===== src/rtl/rx_pattern_monitor.sv =====
module rx_pattern_monitor #(
  parameter int          RUN_LEN   = 32,
  parameter int          WIN_LEN   = 64,
  parameter int          ERR_LIM   = 6,
  parameter int          PAT_W     = 32,
  parameter int          ADDR_W    = 8,
  parameter int unsigned BASE_ADDR = 'h10
) (
  input  logic              clk,
  input  logic              rst_n,
  input  logic              bit_en,
  input  logic              rx_bit,
  input  logic              bit_err,
  input  logic              sync_found,
  input  logic              resync_req,
  input  logic              dens_off,
  input  logic [ADDR_W-1:0] rd_addr,
  output logic [7:0]        rd_data,
  output logic              all_ones,
  output logic              all_zeros,
  output logic              in_sync,
  output logic              los
);
  localparam int RUN_W  = $clog2(RUN_LEN + 1);
  localparam int WIN_W  = $clog2(WIN_LEN);
  localparam int ERR_W  = $clog2(ERR_LIM + 1);
  localparam int NBYTES = PAT_W / 8;

  logic [RUN_W-1:0] ones_cnt, zeros_cnt;
  logic [PAT_W-1:0] pat;
  logic [WIN_W-1:0] blk_cnt;
  logic [ERR_W-1:0] err_cnt;
  logic [ERR_W:0]   err_sum;
  logic             dens_hit, blk_end;

  // run counters and pattern shift
  always_ff @(posedge clk) begin
    if (!rst_n) begin
      ones_cnt  <= '0;
      zeros_cnt <= '0;
      pat       <= '0;
    end else if (bit_en) begin
      pat <= {pat[PAT_W-2:0], rx_bit};
      if (rx_bit) begin
        zeros_cnt <= '0;
        if (!all_ones) ones_cnt <= ones_cnt + 1'b1;
      end else begin
        ones_cnt <= '0;
        if (!all_zeros) zeros_cnt <= zeros_cnt + 1'b1;
      end
    end
  end

  assign all_ones  = (ones_cnt  == RUN_W'(RUN_LEN));
  assign all_zeros = (zeros_cnt == RUN_W'(RUN_LEN));

  // error-density sync tracking
  assign err_sum  = (ERR_W+1)'(err_cnt) + (ERR_W+1)'(bit_err);
  assign dens_hit = !dens_off && (err_sum >= (ERR_W+1)'(ERR_LIM));
  assign blk_end  = (blk_cnt == WIN_W'(WIN_LEN - 1));

  always_ff @(posedge clk) begin
    if (!rst_n) begin
      in_sync <= 1'b0;
      blk_cnt <= '0;
      err_cnt <= '0;
    end else if (!in_sync) begin
      blk_cnt <= '0;
      err_cnt <= '0;
      if (sync_found) in_sync <= 1'b1;
    end else if (resync_req) begin
      in_sync <= 1'b0;
    end else if (bit_en) begin
      if (dens_hit) in_sync <= 1'b0;
      if (dens_hit || blk_end) begin
        blk_cnt <= '0;
        err_cnt <= '0;
      end else begin
        blk_cnt <= blk_cnt + 1'b1;
        err_cnt <= (err_sum >= (ERR_W+1)'(ERR_LIM)) ? ERR_W'(ERR_LIM) : err_sum[ERR_W-1:0];
      end
    end
  end

  assign los = !in_sync;

  // byte read of the pattern register, most significant byte at the base
  always_comb begin
    rd_data = '0;
    for (int i = 0; i < NBYTES; i++)
      if (rd_addr == ADDR_W'(BASE_ADDR + i))
        rd_data = pat[PAT_W-1-8*i -: 8];
  end

  AST_ONES_SET: assert property (@(posedge clk) disable iff (!rst_n)
    bit_en && rx_bit && ones_cnt == RUN_W'(RUN_LEN-1) |=> all_ones);
  AST_ONES_CLR: assert property (@(posedge clk) disable iff (!rst_n)
    bit_en && !rx_bit |=> !all_ones);
  AST_ZEROS_SET: assert property (@(posedge clk) disable iff (!rst_n)
    bit_en && !rx_bit && zeros_cnt == RUN_W'(RUN_LEN-1) |=> all_zeros);
  AST_ZEROS_CLR: assert property (@(posedge clk) disable iff (!rst_n)
    bit_en && rx_bit |=> !all_zeros);
  AST_ACQUIRE: assert property (@(posedge clk) disable iff (!rst_n)
    !in_sync && sync_found |=> in_sync);
  AST_DENS_OFF_HOLD: assert property (@(posedge clk) disable iff (!rst_n)
    in_sync && dens_off && !resync_req |=> in_sync);
  AST_RESYNC_DROP: assert property (@(posedge clk) disable iff (!rst_n)
    in_sync && resync_req |=> !in_sync);
  AST_PAT_SHIFT: assert property (@(posedge clk) disable iff (!rst_n)
    bit_en |=> pat[0] == $past(rx_bit));
  AST_IDLE_HOLD: assert property (@(posedge clk) disable iff (!rst_n)
    !bit_en |=> $stable(pat) && $stable(ones_cnt) && $stable(zeros_cnt));
endmodule


===== config.mk =====
export PLATFORM = sky130hd
export DESIGN_NAME = rx_pattern_monitor
export DESIGN_NICKNAME = d
export VERILOG_FILES = /design/src/rtl/rx_pattern_monitor.sv
export SDC_FILE = /design/constraint.sdc
export NUM_CORES = 1
export LEC_CHECK = 0
export CAP_MARGIN = 0
export CORE_MARGIN = 2
export CORE_UTILIZATION = 35
export DETAILED_ROUTE_END_ITERATION = 10
export PLACE_DENSITY = 0.63
export SETUP_SLACK_MARGIN = 0.05
export SYNTH_ARGS = -nofsm -noshare
export SYNTH_HDL_FRONTEND = slang
export SYNTH_SLANG_ARGS = --single-unit

===== constraint.sdc =====
create_clock -name clk -period 2.95 [get_ports clk]
set_input_delay 0.4425 -clock clk [delete_from_list [all_inputs] [get_ports clk]]
set_output_delay 0.4425 -clock clk [all_outputs]
set_load 0.005 [all_outputs]

==> qor.yml, run 1 <==
worst_setup_path:
  cp.arrival_ps: 2180
  cp_max_fo: 8
  cp-endpoint: "rd_data[0]"
  start_kind: "primary input"
  worstPathCellList: "clkdlybuf4s50_1 > buf_4 > mux4_2 > nor2b_1 > clkdlybuf4s50_1"
  cp_common_cell: "clkdlybuf4s50_1"
  crit_cells: 5
  r2r-start: "err_cnt[0]"
  cp_slowest_cell: "mux4_2"
  cp_top_family: "buffers and inverters"
  worst-path-buf-inv: 3
  slowest_delay_ps: 510
  r2r_slack_ps: 1010
  crit_path_start: "rd_addr[1]"
  worst_setup_path_end_kind: "output port"
  crit_type: "in -> out"
  r2r_cells: 6
  cp.required_ps: 2510
  timing.rr.end: "err_cnt[2]"
die:
  die-area_um2: 8300
  die_h_um: 91.1
  rows: 31
  pin_count: 28
  coreArea_um2: 7290
  start_util: 0.364
  die_width_um: 91.1
detailed_routing:
  drtAntennaViolNets: 0
  drc: 0
  drt_iter0_markers: 62
  wl_per_cell_um: 12.5
  drt_pass1_iterations: 4
  via_count: 1959
  vias_per_cell: 4.95
  finalWirelength_um: 4950
logic_synthesis:
  yosysSeqAreaShare: 0.407
  synth.distinct_cells: 40
  synth_area_um2: 2660
  avgSynthCellArea_um2: 9.80
  yosys_warnings: 0
  syn_nets: 294
  ys_ff_latch: 54
  synthCells: 271
finish:
  fin_nets: 319
  diodes: 0
  area_growth_pct: 17.1
  fillers: 737
  stdcell_area_um2: 3110
  drive_above_1_share: 0.0909
outcome:
  status: "finished clean"
sta:
  fin_crit_ps: 2620
  min_period_over_period: 0.888
  fin_skew_ps: 7.50
  slew_viol_final: 0
  finalSetupTns_ps: 0
  setup_viol: 0
  worstMarginPinSlew_ps: 517
  max_freq_ghz: 0.382
  rsz0062_at_grt: "false"
  hold_violations: 0
  slew_headroom: 0.655
power_and_ir_drop:
  max-vdd-ir-drop_mv: 0.172
  power_density_nw_per_um2: 412
  p_leak_nw: 1.12
global_routing:
  gr-usage-all-layers: 0.128
  grt_pass1_wl_um: 8760
  grt_max_degree: 50
  grt_pass1_vias: 1864
  grt-ovfl-total: 0
  antenna_found_initial: 0
hold_path:
  hold_class: "reg -> reg"
  hold_depth: 2
cts:
  cts_buffers: 5
  cts_tree: "done"
  cts_resized: 0
  htreeDepth: 2
  clkSinkCount: 54
  clk_pin_slew_worst_paths_ps: 100
  clock_path_buffers: 2
  cts_setup_buffers: 0
  cts_hold_buffers: 0
  clock-root-buffer: "clkbuf_8"
  clk_latency_ps: 310
place:
  place_congestion: 0.753
  place_area_um2: 3010
  dp_hpwl_um: 3500
  portBuffers: 27
flow_run:
  maxCapViolCount: 0
[flip-flops by register name (all words and copies together) (netlist names)]
signal	flops
blk_cnt	6
err_cnt	3
in_sync	1
ones_cnt	6
pat	32
zeros_cnt	6
[metal layers]
metal | GRT usage | part of all wire | vias to the layer above
li1 | - | - | 1003
met1 | 0.169 | 0.49 | 933
met2 | 0.203 | 0.47 | 17
met3 | 0.0290 | 0.021 | 6
met4 | 0.0492 | 0.016 | 0
met5 | 0 | 0 | -
[kinds of logic (layout without fill, tap and decap cells)]
group / count (synthesis) / count (layout) / synth area share
flip-flops: 54 / 54 / 0.407
XOR/XNOR: 4 / 4 / 0.0132
AO/OA/AOI/OAI: 37 / 37 / 0.100
buffers and inverters: 20 / 46 / 0.0325
adder cells (fa/ha/maj): 7 / 7 / 0.0330
AND/OR/NAND/NOR: 110 / 110 / 0.229
multiplexers: 39 / 39 / 0.185
[through the flow]
| step | instances | setup slack (ps) | util | hold slack (ps) | power, mW |
|---|---|---|---|---|---|
| after floorplan | 271 | 1030 | - | 435 | 0.830 |
| after global placement | 388 | 331 | 0.413 | 445 | 0.870 |
| after detailed placement | 388 | 313 | 0.413 | 459 | 0.871 |
| after CTS | 396 | 313 | 0.426 | 473 | 1.30 |
| after global routing | 396 | 193 | 0.426 | 483 | 1.34 |
| final | 396 | 331 | 0.426 | 474 | 1.28 |
[placed cells by master (no fill, tap or decap), types with 2 or more instances in the layout]
cell	count
nor4_1	2
nor2b_1	43
a21boi_0	5
nand3_1	6
or3b_1	2
mux2i_1	31
ha_1	7
a31o_2	2
nor3_1	5
o21ai_0	6
nor2_1	11
a31oi_1	3
nand2_1	24
nand2b_1	3
o22ai_1	4
dfxtp_1	54
a21oi_1	7
clkbuf_8	5
and3_1	4
o21a_1	4
clkdlybuf4s50_1	26
mux4_2	8
xor2_1	3
inv_1	6
nand4_1	4
buf_4	4
[cell usage after synthesis (all sizes together)]
cell	instances	area (um^2)
a21boi	6	45.1
a21oi	7	35.0
o21a	4	30.0
nor2	11	41.3
or3b	2	17.5
nor3	5	25.0
nand4bb	1	16.3
mux4	8	180
a311o	1	10.0
mux2i	31	310
o2111ai	1	8.76
nand3	6	30.0
nor2b	43	269
nand4	4	25.0
clkbuf	6	22.5
o21bai	1	11.3
o21ai	6	30.0
nor4	2	12.5
xnor2	1	8.76
and2	1	6.26
o22ai	4	25.0
a22oi	1	7.51
dfxtp	54	1080
nand2	24	90.1
and2b	1	7.51
nand2b	3	18.8
a31o	2	17.5
a41oi	1	27.5
xor2	3	26.3
and4	1	8.76
nor3b	1	7.51
ha	7	87.6
nand3b	1	7.51
buf	7	37.5
and3	4	25.0
a31oi	3	18.8
inv	7	26.3
[power by group]
part	switching (mW)	internal [mW]
sequential	0.00645	0.734
combinational	0.0539	0.0575
clock	0.256	0.172
total	0.316	0.964
[area by class of cell]
| cell class | count | area [um^2] | area share |
|---|---|---|---|
| Sequential cell | 54 | 1080 | 0.348 |
| Tap cell | 99 | 124 | 0.0399 |
| Inverter | 7 | 26.3 | 0.00845 |
| Timing Repair Buffer | 31 | 295 | 0.0950 |
| Multi-Input combinational cell | 197 | 1490 | 0.479 |
| Clock buffer | 5 | 68.8 | 0.0221 |
| Clock inverter | 3 | 25.0 | 0.00805 |
[worst reg2reg max path: cells and delay by family (launching register included)]
kind | cells | cell delay (ps)
flops | 1 | 330
fa+ha+maj | 2 | 530
compound gates | 2 | 790
simple gates | 2 | 190
[how the worst min path moves through the flow]
stage | startpoint | endpoint | slack, ps
after floorplan | err_cnt[0] | err_cnt[0] | 430
after global placement | err_cnt[0] | err_cnt[0] | 450
after detailed placement | err_cnt[0] | err_cnt[0] | 460
after CTS | err_cnt[0] | err_cnt[0] | 470
after global routing | err_cnt[0] | err_cnt[0] | 480
final | err_cnt[0] | err_cnt[0] | 470
Note: power is estimated with default switching activity, not from simulation.
==> run 2: changes to the inputs <==
--- a/config.mk
+++ b/config.mk
@@ -9,7 +9,7 @@
 export CORE_MARGIN = 2
 export CORE_UTILIZATION = 35
 export DETAILED_ROUTE_END_ITERATION = 10
-export PLACE_DENSITY = 0.63
+export PLACE_DENSITY = 0.65
 export SETUP_SLACK_MARGIN = 0.05
 export SYNTH_ARGS = -nofsm -noshare
 export SYNTH_HDL_FRONTEND = slang
==> constraint.sdc (replaced) <==
create_clock -name clk -period 2.3 [get_ports clk]
set_input_delay 0.345 -clock clk [delete_from_list [all_inputs] [get_ports clk]]
set_output_delay 0.345 -clock clk [all_outputs]
set_load 0.005 [all_outputs]
==> run 2 against run 1 <==
Final cell count grew 2.0%. Combinational power grew 36%. Global-route usage grew 0.65 points. Via count grew 2.2%. First-iteration DRC count grew 26%. Clock skew grew 2.2 ps. Die area is the same. Worst hold slack lost 13 ps. Critical path type is now reg -> out. Core utilization grew 1.3 points. Largest cell class unchanged. Final area grew 3.0%. Critical path depth is the same. Total power grew 37%.
==> qor.yml, run 2 (synthesized netlist as in run 1, its figures left out) <==
outcome:
  status: "finished clean"
finish:
  stdcell_area_um2: 3200
  fillers: 727
  largest_register_ffs: 32
  drive_above_1_share: 0.118
  seq_area_um2: 1080
  fin_util: 0.439
  largest-register: "pat"
  final_common_cell: "dfxtp_1"
  final_cell_mix: "dfxtp_1 (54), nor2b_1 (43), mux2i_1 (31)"
  fin_cells: 404
  fin_nets: 327
  area_growth_pct: 20.6
  multi_input_area_um2: 1490
  diodes: 0
hold_path:
  hold_class: "reg -> reg"
die:
  pin_count: 28
  start_util: 0.364
  die_width_um: 91.1
  rows: 31
  die_h_um: 91.1
  die-area_um2: 8300
  coreArea_um2: 7290
detailed_routing:
  via_count: 2002
  met2_length_um: 2430
  drc: 0
  drt_iter0_markers: 78
  finalWirelength_um: 5210
  met3WireLength_um: 158
  vias_per_cell: 4.96
  wl_per_cell_um: 12.9
  met1Wirelength_um: 2530
  drtAntennaViolNets: 0
  top_layer_used: "met4"
  drt_pass1_iterations: 4
worst_setup_path:
  crit_type: "reg -> out"
  worstPathCellList: "inv_1 > ha_1 > nand4bb_2 > nor2_1 > clkdlybuf4s50_1"
  cp_slowest_cell: "clkdlybuf4s50_1"
  worst_setup_path_end_kind: "output port"
  cp.arrival_ps: 1710
  cp_max_fo: 4
  cp.required_ps: 1960
  slowest_delay_ps: 520
  start_kind: "flip-flop"
sta:
  setup_viol: 0
  slew_headroom: 0.635
  slew_viol_final: 0
  max_freq_ghz: 0.487
  worstMarginPinSlew_ps: 547
  hold_violations: 0
  fin_crit_ps: 2050
  min_period_over_period: 0.893
  rsz0062_at_grt: "false"
  fin_ws_ps: 246
  fin_skew_ps: 9.75
cts:
  cts_buffers: 5
  clock-root-buffer: "clkbuf_8"
  clk_latency_ps: 320
  clk_pin_slew_worst_paths_ps: 100
  cts_tree: "done"
  htreeDepth: 2
  clock_path_buffers: 2
  clkSinkCount: 54
  cts_hold_buffers: 0
place:
  dp.cells: 395
  dp_hpwl_um: 3690
  portBuffers: 27
  place_area_um2: 3080
  dpl_worst_slack_ps: -122
  place_congestion: 0.748
global_routing:
  antenna_found_initial: 0
  grt-ovfl-total: 0
  grt_pass1_wl_um: 9160
  grt_pass1_vias: 1949
  grt_max_degree: 50
  gr-usage-all-layers: 0.134
power_and_ir_drop:
  power_density_nw_per_um2: 546
  max-vdd-ir-drop_mv: 0.199
  p_leak_nw: 1.23
flow_run:
  maxCapViolCount: 0
==> run 2: critical path, delay by kind of cell, from the launching register on <==
kind,cells,cell delay (ps)
buffers and inverters,2,600
flip-flops,1,350
AND/OR/NAND/NOR,2,300
adder cells (fa/ha/maj),1,170
==> run 2: cell type report <==
cell class,count,area share
multi-input combinational,197,0.467
sequential,54,0.338
timing repair buffer,39,0.113
tap,99,0.0387
clock buffer,5,0.0215
clock inverter,3,0.0141
inverter,7,0.00821
==> run 2: final timing paths <==
check	start	to	slack, ps	depth (start not counted)
max	zeros_cnt[0]	all_zeros	250	5
min reg2reg	err_cnt[0]	err_cnt[0]	460	2
max reg2reg	err_cnt[0]	err_cnt[2]	390	6
min	err_cnt[0]	err_cnt[0]	460	2
==> run 2: power breakdown <==
group / leakage, nW / switching (mW) / internal (mW)
clock network: 0.0504 / 0.324 / 0.324
registers: 0.436 / 0.00836 / 0.942
logic: 0.743 / 0.0718 / 0.0792
total: 1.23 / 0.405 / 1.35
==> run 2: stage by stage <==
| step | total power, mW | hold slack [ps] | setup TNS (ps) |
|---|---|---|---|
| floorplan | 1.06 | 435 | 0 |
| global placement | 1.12 | 449 | -759 |
| detailed placement | 1.12 | 452 | -1330 |
| CTS | 1.77 | 466 | 0 |
| global route | 1.83 | 502 | 0 |
| finish | 1.75 | 461 | 0 |
==> run 2: layer usage <==
layer | GRT usage | vias up
met5 | 0 | -
met2 | 0.219 | 25
met1 | 0.172 | 952
li1 | - | 1019
met3 | 0.0332 | 6
met4 | 0.0492 | 0
==> run 2: repair_timing <==
action                     4_1_cts  5_1_grt
setup endpoints to repair        8        1
hold endpoints to repair         0        0
gates cloned                     0        0
pin swaps                        2        2
buffers inserted                 1        0
resized for setup               11        1
==> run 3: changes to the inputs <==
--- a/config.mk
+++ b/config.mk
@@ -8,8 +8,10 @@
 export CAP_MARGIN = 0
 export CORE_MARGIN = 2
 export CORE_UTILIZATION = 35
+export CTS_CLUSTER_DIAMETER = 30
 export DETAILED_ROUTE_END_ITERATION = 10
 export PLACE_DENSITY = 0.65
+export REMOVE_ABC_BUFFERS = 1
 export SETUP_SLACK_MARGIN = 0.05
 export SYNTH_ARGS = -nofsm -noshare
 export SYNTH_HDL_FRONTEND = slang
==> run 3 against run 2 <==
Total power shrank 0.70%. Combinational power is essentially flat. Global-route usage shrank 0.20 points. Die area is the same. Largest cell class unchanged. Core utilization shrank 0.31 points. Critical path depth grew 2.
==> qor.yml, run 3 (synthesized netlist as in run 1, its figures left out) <==
finish:
  stdcell_area_um2: 3180
  drive_above_1_share: 0.109
  final_cell_mix: "dfxtp_1 (54), nor2b_1 (43), mux2i_1 (31)"
  diodes: 0
  fin_cells: 402
  final_common_cell: "dfxtp_1"
  largest_register_ffs: 32
  area_growth_pct: 19.7
  fillers: 741
  fin_nets: 325
  largest-register: "pat"
power_and_ir_drop:
  p_int_mw: 1.34
  power_density_nw_per_um2: 547
  max-vdd-ir-drop_mv: 0.222
  share_seq_of_total_power: 0.547
  clkPwrFrac: 0.367
  power.share.combinational: 0.087
  switching_share: 0.226
  p_leak_nw: 1.21
  power_switching_mw: 0.393
hold_path:
  hold_path.startpoint: "err_cnt[0]"
  hold_class: "reg -> reg"
  hold_depth: 2
  hold_end: "err_cnt[0]"
die:
  coreArea_um2: 7290
  rows: 31
  die_width_um: 91.1
  die_h_um: 91.1
  die-area_um2: 8300
  start_util: 0.364
  pin_count: 28
cts:
  clock-root-buffer: "clkbuf_8"
  clock_path_buffers: 2
  clk_pin_slew_worst_paths_ps: 90
  cts_setup_buffers: 0
  clk_latency_ps: 310
  clkSinkCount: 54
  cts_tree: "done"
  htreeDepth: 2
  cts_buffers: 5
global_routing:
  antenna_found_initial: 0
  grt-ovfl-total: 0
  gr-usage-all-layers: 0.132
  grt_pass1_vias: 1776
  grt_max_degree: 35
  grt_pass1_wl_um: 8910
sta:
  hold_violations: 0
  finalSetupTns_ps: 0
  fin_skew_ps: 7.55
  setup_viol: 0
  slew_viol_final: 0
  rsz0062_at_grt: "false"
  slew_headroom: 0.636
  max_freq_ghz: 0.493
  min_period_over_period: 0.881
  worstMarginPinSlew_ps: 546
  fin_crit_ps: 2030
worst_setup_path:
  r2r_slack_ps: 410
  crit_type: "in -> reg"
  r2r-start: "err_cnt[0]"
  cp.arrival_ps: 2220
  start_kind: "primary input"
  cp_max_fo: 7
  worst_setup_path_end_kind: "flip-flop"
  cp.required_ps: 2490
  r2r_cells: 6
  timing.rr.end: "err_cnt[2]"
outcome:
  status: "finished clean"
detailed_routing:
  drt_iter0_markers: 106
  drt_pass1_iterations: 4
  top_layer_used: "met4"
  vias_per_cell: 4.95
  met1Wirelength_um: 2640
  met3WireLength_um: 163
  drc: 0
  via_count: 1991
  wl_per_cell_um: 13.1
  met2_length_um: 2360
  finalWirelength_um: 5250
  drtAntennaViolNets: 0
place:
  dp.cells: 394
  place_congestion: 0.765
  dp_hpwl_um: 3770
  portBuffers: 27
  place_area_um2: 3070
flow_run:
  maxCapViolCount: 0
run 3: critical path, stage by stage:
cell             delay [ps]
clkdlybuf4s50_1         400
ha_1                    220
ha_1                    310
nand2b_1                 90
a311o_1                 400
a41oi_4                 340
nor3_1                  100
run 3: how the worst max path moves through the flow:
| stage | from | endpoint | slack, ps |
|---|---|---|---|
| after floorplan | bit_err | err_cnt[2] | 480 |
| after global placement | rd_addr[1] | rd_data[2] | -140 |
| after detailed placement | rd_addr[1] | rd_data[1] | -140 |
| after CTS | rd_addr[6] | rd_data[2] | 210 |
| after global routing | bit_err | err_cnt[2] | 160 |
| final | bit_err | err_cnt[2] | 270 |
run 3: power by group through the flow:
| stage | combinational (mW) | sequential [mW] | clock, mW |
|---|---|---|---|
| after CTS | 0.152 | 0.950 | 0.663 |
| after global placement | 0.150 | 0.972 | 0 |
| after floorplan | 0.0645 | 0.970 | 0 |
| final | 0.150 | 0.950 | 0.637 |
| after global routing | 0.166 | 0.952 | 0.691 |
| after detailed placement | 0.152 | 0.972 | 0 |
run 3: final cells by class:
type                       count  area, um^2  area share
sequential                    54        1080       0.340
multi-input combinational    197        1490       0.470
timing repair buffer          37         344       0.108
clock buffer                   6        72.6      0.0228
inverter                       7        26.3     0.00826
clock inverter                 2        37.5      0.0118
tap                           99         124      0.0390
run 3: timing repair:
action,CTS,global route
resized for setup,12,0
endpoints found under the hold margin,0,0
hold buffers,0,0
endpoints found under the setup margin,8,0
run 3: per-stage QoR:
stage / hold slack, ps / setup slack, ps / total power [mW] / utilization
3_3_place_gp: 449 / -139 / 1.12 / 0.421
3_5_place_dp: 463 / -136 / 1.12 / 0.421
6_report: 469 / 273 / 1.74 / 0.436
4_1_cts: 471 / 210 / 1.77 / 0.436
2_1_floorplan: 435 / 477 / 1.03 / -
5_1_grt: 517 / 163 / 1.81 / 0.436
run 3: routing by layer:
metal | track usage | vias up
li1 | - | 1010
met1 | 0.184 | 939
met2 | 0.204 | 35
met3 | 0.0274 | 7
met4 | 0.0455 | 0
met5 | 0 | -
